--- config.mk ---
export PLATFORM = sky130hd
export DESIGN_NAME = qpp_addr_gen
export DESIGN_NICKNAME = d
export VERILOG_FILES = /design/src/rtl/qpp_pkg.sv /design/src/rtl/qpp_modadd.sv /design/src/rtl/qpp_datapath.sv /design/src/rtl/qpp_ctrl.sv /design/src/rtl/qpp_addr_gen.sv
export SDC_FILE = /design/constraint.sdc
export NUM_CORES = 1
export LEC_CHECK = 0
export BUFFER_PORTS_ARGS = -buffer_cell sky130_fd_sc_hd__buf_2
export CAP_MARGIN = 20
export CORE_ASPECT_RATIO = 1.2
export CORE_MARGIN = 1.5
export CORE_UTILIZATION = 30
export CTS_BUF_LIST = sky130_fd_sc_hd__clkbuf_16
export DETAILED_ROUTE_END_ITERATION = 7
export PLACE_DENSITY = 0.57
export SYNTH_ARGS = -nofsm -noshare
export SYNTH_HDL_FRONTEND = slang
export SYNTH_SLANG_ARGS = --single-unit
export TNS_END_PERCENT = 30
--- constraint.sdc ---
create_clock -name clk -period 7.89 [get_ports clk]
set_input_delay 1.578 -clock clk [delete_from_list [all_inputs] [get_ports clk]]
set_output_delay 1.578 -clock clk [all_outputs]
set_load 0.05 [all_outputs]
--- src/rtl/qpp_pkg.sv ---
package qpp_pkg;
  // 13 bits covers block lengths up to 8191, so 6144 fits
  parameter int unsigned ADDR_W = 13;

  // strobes from the sequencer to the arithmetic
  typedef struct packed {
    logic load;   // latch length and coefficients, seed the recursion
    logic step;   // move address and difference one index forward
  } qppStrobe_t;

  typedef enum logic {
    SEQ_IDLE = 1'b0,
    SEQ_RUN  = 1'b1
  } qppSeq_e;
endpackage

--- src/rtl/qpp_modadd.sv ---
// (opA + opB) mod modulus for operands already below modulus:
// one add and a single conditional subtract.
module qpp_modadd #(
  parameter int unsigned W = 13
) (
  input  logic [W-1:0] opA,
  input  logic [W-1:0] opB,
  input  logic [W-1:0] modulus,
  output logic [W-1:0] result
);
  localparam int unsigned SUM_W = W + 1;

  logic [SUM_W-1:0] rawSum;
  logic [SUM_W-1:0] modExt;

  always_comb begin
    rawSum = {1'b0, opA} + {1'b0, opB};
    modExt = {1'b0, modulus};
    if (rawSum >= modExt) begin
      result = W'(rawSum - modExt);
    end else begin
      result = W'(rawSum);
    end
  end
endmodule

--- src/rtl/qpp_datapath.sv ---
module qpp_datapath
  import qpp_pkg::*;
#(
  parameter int unsigned W = ADDR_W
) (
  input  logic       clk,
  input  logic       rst_n,
  input  qppStrobe_t strobe,
  input  logic [W-1:0] lenIn,
  input  logic [W-1:0] coefF1In,
  input  logic [W-1:0] coefF2In,
  output logic [W-1:0] lenQ,
  output logic [W-1:0] addrQ
);
  logic [W-1:0] diffQ;      // g(x)
  logic [W-1:0] incQ;       // 2*f2 mod K
  logic [W-1:0] seedInc;
  logic [W-1:0] seedDiff;
  logic [W-1:0] nextAddr;
  logic [W-1:0] nextDiff;

  // seeds computed from the raw inputs against the incoming length
  qpp_modadd #(.W(W)) u_seedInc (
    .opA(coefF2In), .opB(coefF2In), .modulus(lenIn), .result(seedInc)
  );
  qpp_modadd #(.W(W)) u_seedDiff (
    .opA(coefF1In), .opB(coefF2In), .modulus(lenIn), .result(seedDiff)
  );

  // running recursion against the latched length
  qpp_modadd #(.W(W)) u_stepAddr (
    .opA(addrQ), .opB(diffQ), .modulus(lenQ), .result(nextAddr)
  );
  qpp_modadd #(.W(W)) u_stepDiff (
    .opA(diffQ), .opB(incQ), .modulus(lenQ), .result(nextDiff)
  );

  always_ff @(posedge clk or negedge rst_n) begin
    if (!rst_n) begin
      lenQ  <= '0;
      incQ  <= '0;
      diffQ <= '0;
      addrQ <= '0;
    end else if (strobe.load) begin
      lenQ  <= lenIn;
      incQ  <= seedInc;
      diffQ <= seedDiff;
      addrQ <= '0;
    end else if (strobe.step) begin
      addrQ <= nextAddr;
      diffQ <= nextDiff;
    end
  end
endmodule

--- src/rtl/qpp_ctrl.sv ---
module qpp_ctrl
  import qpp_pkg::*;
#(
  parameter int unsigned W = ADDR_W
) (
  input  logic       clk,
  input  logic       rst_n,
  input  logic       start,
  input  logic       advance,
  input  logic [W-1:0] lenQ,
  output qppStrobe_t strobe,
  output logic       validOut,
  output logic       lastOut
);
  qppSeq_e     seqQ;
  logic [W-1:0] idxQ;
  logic        atFinal;

  assign validOut = (seqQ == SEQ_RUN);
  assign atFinal  = validOut && (idxQ == (lenQ - W'(1)));
  assign lastOut  = atFinal;

  always_comb begin
    strobe.load = start;
    strobe.step = !start && validOut && advance && !atFinal;
  end

  always_ff @(posedge clk or negedge rst_n) begin
    if (!rst_n) begin
      seqQ <= SEQ_IDLE;
      idxQ <= '0;
    end else if (start) begin
      seqQ <= SEQ_RUN;
      idxQ <= '0;
    end else if (validOut && advance) begin
      if (atFinal) begin
        seqQ <= SEQ_IDLE;
      end else begin
        idxQ <= idxQ + W'(1);
      end
    end
  end
endmodule

--- src/rtl/qpp_addr_gen.sv ---
module qpp_addr_gen
  import qpp_pkg::*;
#(
  parameter int unsigned W = ADDR_W
) (
  input  logic         clk,
  input  logic         rst_n,
  input  logic         start,
  input  logic [W-1:0] lenIn,
  input  logic [W-1:0] coefF1In,
  input  logic [W-1:0] coefF2In,
  input  logic         advance,
  output logic [W-1:0] addrOut,
  output logic         addrValid,
  output logic         addrLast
);
  qppStrobe_t   strobe;
  logic [W-1:0] lenQ;

  qpp_ctrl #(.W(W)) u_ctrl (
    .clk(clk), .rst_n(rst_n), .start(start), .advance(advance),
    .lenQ(lenQ), .strobe(strobe), .validOut(addrValid), .lastOut(addrLast)
  );

  qpp_datapath #(.W(W)) u_dp (
    .clk(clk), .rst_n(rst_n), .strobe(strobe), .lenIn(lenIn),
    .coefF1In(coefF1In), .coefF2In(coefF2In), .lenQ(lenQ), .addrQ(addrOut)
  );
endmodule

## Word level (Yosys, flattened, before mapping)

Index checks and enable logic that the tools add are counted.

| word-level totals | value |
|---|---|
| flip-flop bits (word level) | 66 |
| input port bits | 43 |
| output and inout bits | 15 |
| word-level logic and storage cells | 48 |

| cells by class | value |
|---|---|
| add/sub/neg operators | 10 |
| order comparisons | 4 |
| equality and inequality tests | 2 |
| multiplexer cells | 14 |
| reductions and logical operators | 12 |

Operator list:

| operator | count |
|---|---|
| $mux W13 | 11 |
| $add A13 B13 Y14 | 4 |
| $ge A14 B13 Y1 | 4 |
| $sub A13 B13 Y13 | 4 |
| $add A13 B1 Y13 const B | 1 |
| $eq A13 B13 Y1 | 1 |
| $sub A13 B1 Y13 const B | 1 |
| $reduce_bool A2 Y1 | 3 |
| $logic_and A1 B1 Y1 | 5 |
| $reduce_and A2 Y1 | 2 |
| $mux W1 | 3 |
| $logic_not A1 Y1 | 2 |
| $ne A2 B2 Y1 const B | 1 |

## Logic depth before layout (Yosys ltp)

Gate-level depths: netlist of the first run.

| logic depth | value |
|---|---|
| depth in word-level cells | 7 |
| depth in mapped cells | 19 |
| depth with buffers taken out | 18 |

## Cells and area by module

Synthesis of the first run repeated with hierarchy kept, for this count alone.

| unflattened totals | value |
|---|---|
| cell total of the unflattened synthesis | 1,070 |
| area, all modules | 9,203.8 um^2 |

By module, submodules not included:

| module | times used | cells an instance | area each (um^2) | seq. area each (um^2) |
|---|---|---|---|---|
| qpp_modadd at u_dp.u_seedDiff ... | 3 | 191 | 1,428.9 | 0.0 |
| qpp_datapath | 1 | 153 | 2,209.6 | 1,301.2 |
| qpp_modadd at u_dp.u_stepDiff | 1 | 190 | 1,436.4 | 0.0 |
| qpp_ctrl | 1 | 154 | 1,271.2 | 350.3 |

## Worst setup path before layout of the first run

Ideal clock, no wire load.

| timing path | value |
|---|---|
| kind | input -> register |
| start point | in coefF1In[0] |
| end point | reg u_dp.diffQ[7] |
| library setup time | 0.131 ns |
| arrival | 4.981 ns |
| slack | 2.778 ns |
| cell stages on the path | 17 |
| buffers on the path | 1 |
| cells stage by stage | ha_1 -> inv_1 -> fa_1 -> nor2b_1 -> o31a_1 -> o211ai_1 -> a21oi_1 -> o41a_1 -> or3_1 -> and2_1 -> ha_1 -> a211oi_1 -> o2111ai_1 -> a32oi_2 -> buf_2 -> mux2i_1 -> o2bb2ai_1 |

| between the ends | value |
|---|---|
| cells in the longest elaborated chain, start to end | 4 |

Ends and longest elaborated chain:

| item | RTL line | text |
|---|---|---|
| start, declared | qpp_addr_gen.sv:10 | `input logic [W-1:0] coefF1In,` |
| $add A13 B13 Y14 * | qpp_modadd.sv:17 | `rawSum = {1'b0, opA} + {1'b0, opB};` |
| $sub A13 B13 Y13 or $ge A14 B13 Y1 (tied branches) | qpp_modadd.sv:20, qpp_modadd.sv:19 |  |
| $mux W13 * | qpp_modadd.sv:19 | `if (rawSum >= modExt) begin` |
| $mux W13 * | qpp_datapath.sv:44 | `end else if (strobe.load) begin` |
| end signal, assigned | qpp_datapath.sv:47 | `diffQ <= seedDiff;` |
| end signal, assigned | qpp_datapath.sv:51 | `diffQ <= nextDiff;` |
| end, declared | qpp_datapath.sv:15 | `logic [W-1:0] diffQ;` |

Every way passes the cells marked *; elsewhere a longest branch is shown, timed or not.
A chain may end at the register's enable or synchronous reset.

## Worst setup path after layout of the first run

| timing path | value |
|---|---|
| start point | in coefF2In[0] |
| end point | reg u_dp.diffQ[3] |

| between the ends | value |
|---|---|
| cells in the longest elaborated chain, start to end | 4 |

Ends and longest elaborated chain:

| item | RTL line | text |
|---|---|---|
| start, declared | qpp_addr_gen.sv:11 | `input logic [W-1:0] coefF2In,` |
| $add A13 B13 Y14 * | qpp_modadd.sv:17 |  |
| $sub A13 B13 Y13 or $ge A14 B13 Y1 (tied branches) | qpp_modadd.sv:20, qpp_modadd.sv:19 |  |
| $mux W13 * | qpp_modadd.sv:19 |  |
| $mux W13 * | qpp_datapath.sv:44 |  |

Marked as above.

==> metrics.yaml, run 1 <==
timing:
  max_slew_margin_pct: 32.3
  max_frequency_mhz: 176
  final_min_period_over_clock_period_pct: 71.9
  grt_setup_unrepaired: "false"
  timing_hold_violations_final: 0
  finalCriticalPeriod_ns: 5.67
  totalNegativeSetupSlack_ns: 0
  tightestPinTransition_ns: 1.02
  finalClockSkew_ns: 0.00641
  timing_max_transition_violations_final: 0
  final-setup-viol-count: 0
place:
  globalplace.congestion: 0.922
  dp.cells: 1304
  buffer_ports.inserted: 57
  dp_hpwl_um: 17500
  detailed_place.area_um2: 8410
global_route:
  pin_count_of_the_biggest_net_entering_global_routing: 83
  antenna_found_initial: 0
  grt_first_pass_wirelength_um: 35700
  grt_overflow: 0
  grt_pass1_vias: 6994
  globalRouteTotalUtil_pct: 16.6
synthesis:
  postSynthAreaPerCell_um2: 8.31
  yosys_warnings: 0
  synth_seq_cells: 66
  netlist_area_um2: 7820
  synthFlopType: "dfrtp_1"
  syn_nets: 1085
  number_of_distinct_library_cells_after_synthesis: 72
  synth_seq_area_share_pct: 21.1
  synth_async_sr_flop_share_pct: 100
  synth_largest_area_cell: "dfrtp_1"
  synth_top_cell_area_share_pct: 21.1
  netlist_top_cells_area: "dfrtp_1 (21%), ha_1 (15%), xnor2_1 (5.7%)"
  post_synth_edffs: 0
  syn_inst: 942
floorplanning:
  floorplan.die_area_um2: 27100
  io-pin-count: 58
  chipWidth_um: 150
  placeableCoreArea_um2: 25500
  placementRows: 64
  fp.dieH_um: 180
  initial_utilization_pct: 30.6
critical_path:
  setup.worst_path.end_class: "register"
  worst_ep_required_time_ns: 8.06
  cp_data_arrival_time_ns: 5.84
  timing.rr.start: "u_dp.diffQ[0]"
  critPathLaunchType: "input port"
  critical_path.startpoint: "coefF2In[0]"
  critPathMaxFanout: 19
  criticalPathCategory: "input port to register"
outcome:
  outcome: "finished clean"
clock_network:
  cts_buffers: 9
  root_buffer: "clkbuf_16"
  cts_buffer_depth: 2
  clk_latency_ns: 0.33
  post_cts.repair.setup_buffers: 0
  tritoncts: "yes"
  cts.sinks: 66
  cts_max_level: 3
  clkSlewWorstSetupHoldPaths_ns: 0.05
  cts_repair_resize_count: 0
  ctsHoldBuffers: 0
power_and_ir_drop:
  power_per_cell_area_nw_per_um2: 468
  max-vdd-ir-drop_v: 0.000188
  internal_power_mw: 2.07
  net-switching-power_mw: 2.02
  p_clk_share_pct: 10.5
  comb_power_share_pct: 77.0
  switching_fraction_pct: 49.3
  seq_power_share_pct: 12.5
  power.leakage_nw: 3.87
run:
  drv.max_cap_violation_count: 0
cells_and_area:
  layout-area-overhead-vs-synth_pct: 11.7
  fin_area_um2: 8740
  final.fill_count: 2619
  postLayoutCoreUtil_pct: 34.2
  post_route_cells_drive_above_1_share_pct: 10.4
  finish.net_count: 1129
  final-instance-count-excl-fill: 1321
  antenna-diode-count: 0
drt:
  drt_iter0_drc: 308
  ant_nets: 0
  drt_pass1_iterations: 6
  detailroute.via_count: 7135
  drt-total-wl_um: 21700
  routed_via_density: 5.40
  drc: 0
  drt-wirelength-per-cell_um: 16.5
min_path:
  hp-class: "register to register"
  min_delay_src: "u_dp.incQ[0]"
-- logic make-up (layout without fill, tap and decap cells) --
family                     count (synthesis)  in the layout  share of synthesized area, %
buffers and inverters                     90            139                          4.69
muxes                                     44             44                          5.87
and+or+nand+nor                          273            273                          18.2
xor gates and xnor gates                  72             72                          8.06
adders and majority gates                100            100                          16.7
DFF                                       66             66                          21.1
AOI/OAI and AO/OA                        297            297                          25.4
-- power by group through the flow --
stage               logic, mW  registers [mW]  clock network (mW)
floorplan                2.47           0.558                   0
global placement         3.10           0.517                   0
detailed placement       3.12           0.517                   0
CTS                      3.14           0.512               0.436
global route             3.53           0.523               0.451
finish                   3.15           0.512               0.428
-- stage by stage --
stage	setup slack (ns)	hold slack, ns	power, mW
2_1_floorplan	2.78	0.461	3.03
3_3_place_gp	1.98	0.493	3.62
3_5_place_dp	1.85	0.495	3.63
4_1_cts	2.18	0.514	4.09
5_1_grt	1.87	0.550	4.51
6_report	2.22	0.521	4.09
-- worst paths after layout --
path                       slack [ns]  depth (start not counted)        endpoint
setup reg to reg                 2.94                         16   u_dp.diffQ[9]
hold / removal                   0.52                          1    u_dp.incQ[0]
min in group asynchronous        1.44                          2  u_ctrl.idxQ[5]
hold reg to reg                  0.52                          1    u_dp.incQ[0]
setup / recovery                 2.22                         18   u_dp.diffQ[3]
max in group asynchronous        5.88                          2   u_dp.lenQ[11]
-- state kept, by name, summed over array words and instances (netlist names) --
register and count:
u_ctrl.idxQ 13, u_ctrl.validOut 1, u_dp.addrQ 13, u_dp.diffQ 13, u_dp.incQ 13, u_dp.lenQ 13
-- Yosys cell counts, drive strengths merged (15+ instances only) --
cell type and number:
xor2 21, inv 62, o21ai 59, nor3 32, nor2b 28, a21oi 77, ha 93, o21a 16
nand2 58, dfrtp 66, a21o 18, nand3 17, clkbuf 18, xnor2 51, mux2i 29, nor2 60
a211oi 22, mux2 15
-- per-layer routing --
layer  vias up  wire length (um)  global-route usage, %
met2       123             10400                   27.8
met3        35               518                   1.50
li1       3599                 -                      -
met1      3378             10200                   21.8
met4         0               706                   6.59
met5         -                 0                      0
-- layout by cell type (no fill, tap or decap), types with 12 or more instances in the layout --
cell,count
o21a_1,16
mux2_2,12
nor3_1,32
a31oi_1,14
nand4_1,14
a211oi_1,22
xnor2_1,51
nor2_1,60
xor2_1,21
nand2_1,58
o21ai_0,57
a21o_1,18
buf_2,57
mux2i_1,29
o31ai_1,14
ha_1,93
dfrtp_1,66
a21oi_1,77
nand3_1,17
inv_1,63
nor2b_1,28
-- cell type report --
cell class                      count  area, um2  area share [%]
Multi-Input combinational cell    786       5810            66.5
Sequential cell                    66       1650            18.9
Tap cell                          330        413            4.73
Timing Repair Buffer               61        323            3.70
Inverter                           62        233            2.66
Clock buffer                        9        225            2.58
Clock inverter                      7       85.1           0.974
-- critical path: stages --
cell       delay, ns
buf_2           0.13
ha_1            0.20
inv_1           0.07
fa_1            0.21
nor2b_1         0.07
o31a_1          0.27
o211ai_1        0.23
a21oi_1         0.14
o41a_1          0.40
or3_1           0.33
and2_1          0.17
ha_1            0.18
a211oi_1        0.28
o2111ai_1       0.18
a32oi_2         0.82
mux2_2          0.42
nand2_1         0.06
o21ai_0         0.10
(Power assumes the default switching activity.)
==> run 2, diff against run 1 <==
clock period = 5.7 ns   (was 7.89 ns; I/O delays follow)
==> metrics.yaml, run 2 (same netlist as run 1, synthesis figures left out) <==
cells_and_area:
  seqCellArea_um2: 1650  # unchanged
  antenna-diode-count: 0  # unchanged
  multiInputGateArea_um2: 5810  # unchanged
  postLayoutCoreUtil_pct: 34.3  # +0.088 points
  finish.net_count: 1132  # +0.27%
  fin_area_um2: 8760  # +0.26%
  layout-area-overhead-vs-synth_pct: 11.9
  layout.cells.most_common: "ha_1"
  post_route_cells_drive_above_1_share_pct: 10.8  # +0.37 points
  layout.cells.most_common_list: "ha_1 (93), a21oi_1 (77), dfrtp_1 (66)"
  final.fill_count: 2662  # +1.6%
drt:
  drt_iter0_drc: 411  # +33%
  drt_pass1_iterations: 5  # -1
  drc: 0  # unchanged
  routed_via_density: 5.34  # -1.1%
  ant_nets: 0  # unchanged
  drt-total-wl_um: 21600  # -0.88%
  detailroute.via_count: 7070  # -0.91%
  drt-wirelength-per-cell_um: 16.3  # -1.1%
global_route:
  grt_pass1_vias: 6725  # -3.8%
  pin_count_of_the_biggest_net_entering_global_routing: 83  # unchanged
  globalRouteTotalUtil_pct: 16.2  # -0.39 points
  grt_first_pass_wirelength_um: 34700  # -2.7%
  antenna_found_initial: 0  # unchanged
  grt_overflow: 0  # unchanged
timing:
  finalCriticalPeriod_ns: 4.83
  max_frequency_mhz: 207
  final_min_period_over_clock_period_pct: 84.8
  finalClockSkew_ns: 0.00583  # -0.000580 ns
  final-setup-viol-count: 0  # unchanged
  tightestPinTransition_ns: 0.983  # -0.0327 ns
  max_slew_margin_pct: 34.3  # +2.0 points
  totalNegativeSetupSlack_ns: 0  # unchanged
  timing_max_transition_violations_final: 0  # unchanged
  timing_hold_violations_final: 0  # unchanged
  grt_setup_unrepaired: "false"
place:
  dp_hpwl_um: 17600  # +0.53%
  buffer_ports.inserted: 57  # unchanged
  detailed_place.area_um2: 8440  # +0.36%
  globalplace.congestion: 0.895  # -2.9%
floorplanning:
  floorplan.die_area_um2: 27100  # unchanged
  fp.dieH_um: 180  # unchanged
  placementRows: 64  # unchanged
  io-pin-count: 58  # unchanged
  placeableCoreArea_um2: 25500  # unchanged
  initial_utilization_pct: 30.6  # unchanged
  chipWidth_um: 150  # unchanged
critical_path:
  cp_data_arrival_time_ns: 5.03  # -0.81 ns
  worst_ep_required_time_ns: 5.90  # -2.16 ns
  setup.reg_to_reg.worst_slack_ns: 0.87  # -2.07 ns
  critPathMaxFanout: 12  # -7
  critPathLaunchType: "register"
  setup.worst_path.end_class: "register"
  criticalPathCategory: "register to register"
clock_network:
  post_cts.repair.setup_buffers: 0  # unchanged
  cts_repair_resize_count: 0  # unchanged
  cts.sinks: 66  # unchanged
  clkSlewWorstSetupHoldPaths_ns: 0.06  # about the same
  tritoncts: "yes"
  clk_latency_ns: 0.33  # about the same
  ctsHoldBuffers: 0  # unchanged
  cts_max_level: 3  # unchanged
  cts_buffer_depth: 2  # unchanged
  cts_buffers: 9  # unchanged
  root_buffer: "clkbuf_16"
outcome:
  outcome: "finished clean"
power_and_ir_drop:
  p_total_mw: 5.68  # +39%
  power_per_cell_area_nw_per_um2: 648  # +38%
  max-vdd-ir-drop_v: 0.000269  # +44%
  power.leakage_nw: 3.88  # +0.21%
run:
  drv.max_cap_violation_count: 0  # unchanged
min_path:
  hp-class: "register to register"
-- run 2: power breakdown --
group | total, mW | internal, mW | switching (mW)
registers | 0.706 | 0.580 | 0.126
logic | 4.37 | 1.92 | 2.45
clock network | 0.602 | 0.382 | 0.219
-- run 2: routing by layer --
layer / routed length, um / up-vias / global-route usage, %
met4: 611 / 0 / 6.20
met2: 10100 / 161 / 27.0
met1: 10000 / 3290 / 21.5
met5: 0 / - / 0
li1: - / 3592 / -
met3: 759 / 27 / 1.40
-- run 2: final timing paths --
path,from,end,cells after the start
max in group asynchronous,rst_n,u_dp.lenQ[12],2
min in group asynchronous,rst_n,u_ctrl.idxQ[1],1
worst min-delay path,u_dp.incQ[0],u_dp.incQ[0],1
worst max register to register,u_dp.diffQ[0],u_dp.diffQ[9],16
worst min register to register,u_dp.incQ[0],u_dp.incQ[0],1
worst max-delay path,u_dp.diffQ[0],u_dp.diffQ[9],16
-- run 2: worst max-delay path: stages, from the launching register on --
cell and delay [ns]:
dfrtp_1 0.42, ha_1 0.23, inv_1 0.08, fa_1 0.20
nor2b_1 0.07, o31ai_1 0.38, a21oi_1 0.18, a211oi_1 0.41
a21oi_1 0.15, xor2_1 0.18, ha_1 0.33, nor2b_1 0.15
a2111oi_0 0.54, nand3_1 0.52, and3_1 0.35, a221oi_1 0.36
o22ai_1 0.14
-- run 2: layout make-up --
class	instances	area share (%)
Tap cell	330	4.71
Inverter	62	2.66
Sequential cell	66	18.9
Clock inverter	7	1.06
Timing Repair Buffer	64	3.86
Multi-Input combinational cell	786	66.3
Clock buffer	9	2.57
-- run 2: through the flow --
step                      setup WS, ns  hold WS, ns  instances
final                            0.869        0.516       1324
after global routing             0.619        0.545       1324
after CTS                        0.874        0.508       1324
after detailed placement         0.541        0.490       1308
after global placement           0.629        0.489       1308
after floorplan                   1.03        0.461        942
==> run 3, diff against run 2 <==
clock period = 4.9 ns   (was 5.7 ns; I/O delays follow)
==> metrics.yaml, run 3 (same netlist as run 1, synthesis figures left out) <==
floorplanning:
  io-pin-count: 58  # unchanged
  initial_utilization_pct: 30.6  # unchanged
  placeableCoreArea_um2: 25500  # unchanged
  floorplan.die_area_um2: 27100  # unchanged
  placementRows: 64  # unchanged
  fp.dieH_um: 180  # unchanged
  chipWidth_um: 150  # unchanged
clock_network:
  cts_max_level: 3  # unchanged
  clk_latency_ns: 0.34  # about the same
  post_cts.repair.setup_buffers: 0  # unchanged
  clkSlewWorstSetupHoldPaths_ns: 0.06  # about the same
  tritoncts: "yes"
  cts_buffer_depth: 2  # unchanged
  cts_repair_resize_count: 0  # unchanged
  cts_buffers: 9  # unchanged
  root_buffer: "clkbuf_16"
  ctsHoldBuffers: 0  # unchanged
  cts.sinks: 66  # unchanged
cells_and_area:
  layout.cells.most_common: "ha_1"
  final-instance-count-excl-fill: 1329  # +0.38%
  finish.net_count: 1137  # +0.44%
  antenna-diode-count: 0  # unchanged
  final.fill_count: 2644  # -0.68%
  layout-area-overhead-vs-synth_pct: 12.6
  fin_area_um2: 8810  # +0.57%
  postLayoutCoreUtil_pct: 34.5  # +0.20 points
  layout.cells.most_common_list: "ha_1 (93), a21oi_1 (77), dfrtp_1 (66)"
  post_route_cells_drive_above_1_share_pct: 11.3  # +0.55 points
drt:
  drc: 0  # unchanged
  drt_iter0_drc: 423  # +2.9%
  drt-total-wl_um: 21800  # +1.2%
  ant_nets: 0  # unchanged
  drt_pass1_iterations: 7  # +2
  drt-wirelength-per-cell_um: 16.4  # +0.83%
  routed_via_density: 5.32  # -0.38%
  detailroute.via_count: 7070  # unchanged
critical_path:
  worst_ep_required_time_ns: 5.11  # -0.79 ns
  cp_data_arrival_time_ns: 4.72  # -0.31 ns
  setup.worst_path.end_class: "register"
  criticalPathCategory: "input port to register"
  critPathMaxFanout: 19  # +7
  critPathLaunchType: "input port"
run:
  drv.max_cap_violation_count: 0  # unchanged
global_route:
  grt_pass1_vias: 6952  # +3.4%
  grt_overflow: 0  # unchanged
  globalRouteTotalUtil_pct: 16.5  # +0.27 points
  pin_count_of_the_biggest_net_entering_global_routing: 41  # -51%
  antenna_found_initial: 0  # unchanged
  grt_first_pass_wirelength_um: 35500  # +2.2%
power_and_ir_drop:
  p_total_mw: 6.64  # +17%
  max-vdd-ir-drop_v: 0.000319  # +19%
  power_per_cell_area_nw_per_um2: 754  # +16%
  power.leakage_nw: 3.90  # +0.69%
timing:
  finalCriticalPeriod_ns: 4.52
  totalNegativeSetupSlack_ns: 0  # unchanged
  max_frequency_mhz: 221
  final_setup_slack_of_the_worst_path_ns: 0.384  # -0.485 ns
  final-setup-viol-count: 0  # unchanged
  grt_setup_unrepaired: "false"
  timing_max_transition_violations_final: 0  # unchanged
  max_slew_margin_pct: 38.2  # +3.9 points
  finalClockSkew_ns: 0.00640  # +0.000570 ns
  tightestPinTransition_ns: 0.928  # -0.0558 ns
  final_min_period_over_clock_period_pct: 92.2
  fin_worst_hold_slack_ns: 0.517  # +0.000820 ns
  timing_hold_violations_final: 0  # unchanged
place:
  buffer_ports.inserted: 57  # unchanged
  worst_setup_slack_post_dpl_ns: 0.0261  # -0.515 ns
  dp_hpwl_um: 17800  # +1.2%
  detailed_place.area_um2: 8490  # +0.59%
  globalplace.congestion: 0.901  # +0.75%
  dp.cells: 1313  # +0.38%
min_path:
  hp-class: "register to register"
outcome:
  outcome: "finished clean"
==> run 3: cell types whose count changed in the layout (fill, tap and decap cells not counted), sizes merged <==
cell      delta
buf          +5
clkinv       -1
clkinvlp     +1
==> run 3: where the power goes <==
group	total (mW)	internal, mW	switching, mW
logic	5.12	2.27	2.84
clock network	0.708	0.445	0.263
registers	0.818	0.675	0.143
total	6.64	3.39	3.25
==> run 3: final cells by class <==
type,count,area [um2],area share (%)
multi-input combinational,786,5810,65.9
clock buffer,9,225,2.56
sequential,66,1650,18.7
tap,330,413,4.69
inverter,62,233,2.64
timing repair buffer,69,388,4.40
clock inverter,7,92.6,1.05
==> run 3: per-layer routing <==
metal	global-route usage [%]	wire, um
met1	21.9	10400
met2	27.5	10300
met3	1.47	576
met4	6.27	571
met5	0	0
==> run 3: final timing paths <==
path                               start        endpoint  slack (ns)  cells after the start
setup / recovery             coefF1In[0]   u_dp.diffQ[4]        0.38                     19
min in group asynchronous          rst_n  u_ctrl.idxQ[6]        0.78                      1
hold reg to reg             u_dp.incQ[0]    u_dp.incQ[0]        0.52                      1
max in group asynchronous          rst_n    u_dp.incQ[7]        3.22                      2
setup reg to reg           u_dp.diffQ[0]  u_dp.diffQ[12]        0.43                     16
hold / removal              u_dp.incQ[0]    u_dp.incQ[0]        0.52                      1
==> run 3: critical path, cell delays in order <==
cell	delay (ns)
buf_2	0.10
ha_1	0.22
inv_1	0.07
fa_1	0.20
nor2b_1	0.07
o31a_1	0.26
o211ai_1	0.21
a21oi_1	0.13
o41a_1	0.40
or3_1	0.34
and2_1	0.18
ha_1	0.18
a211oi_1	0.28
o2111ai_1	0.18
a32oi_2	0.25
buf_12	0.19
mux2_2	0.34
nand2_1	0.06
o21ai_0	0.07
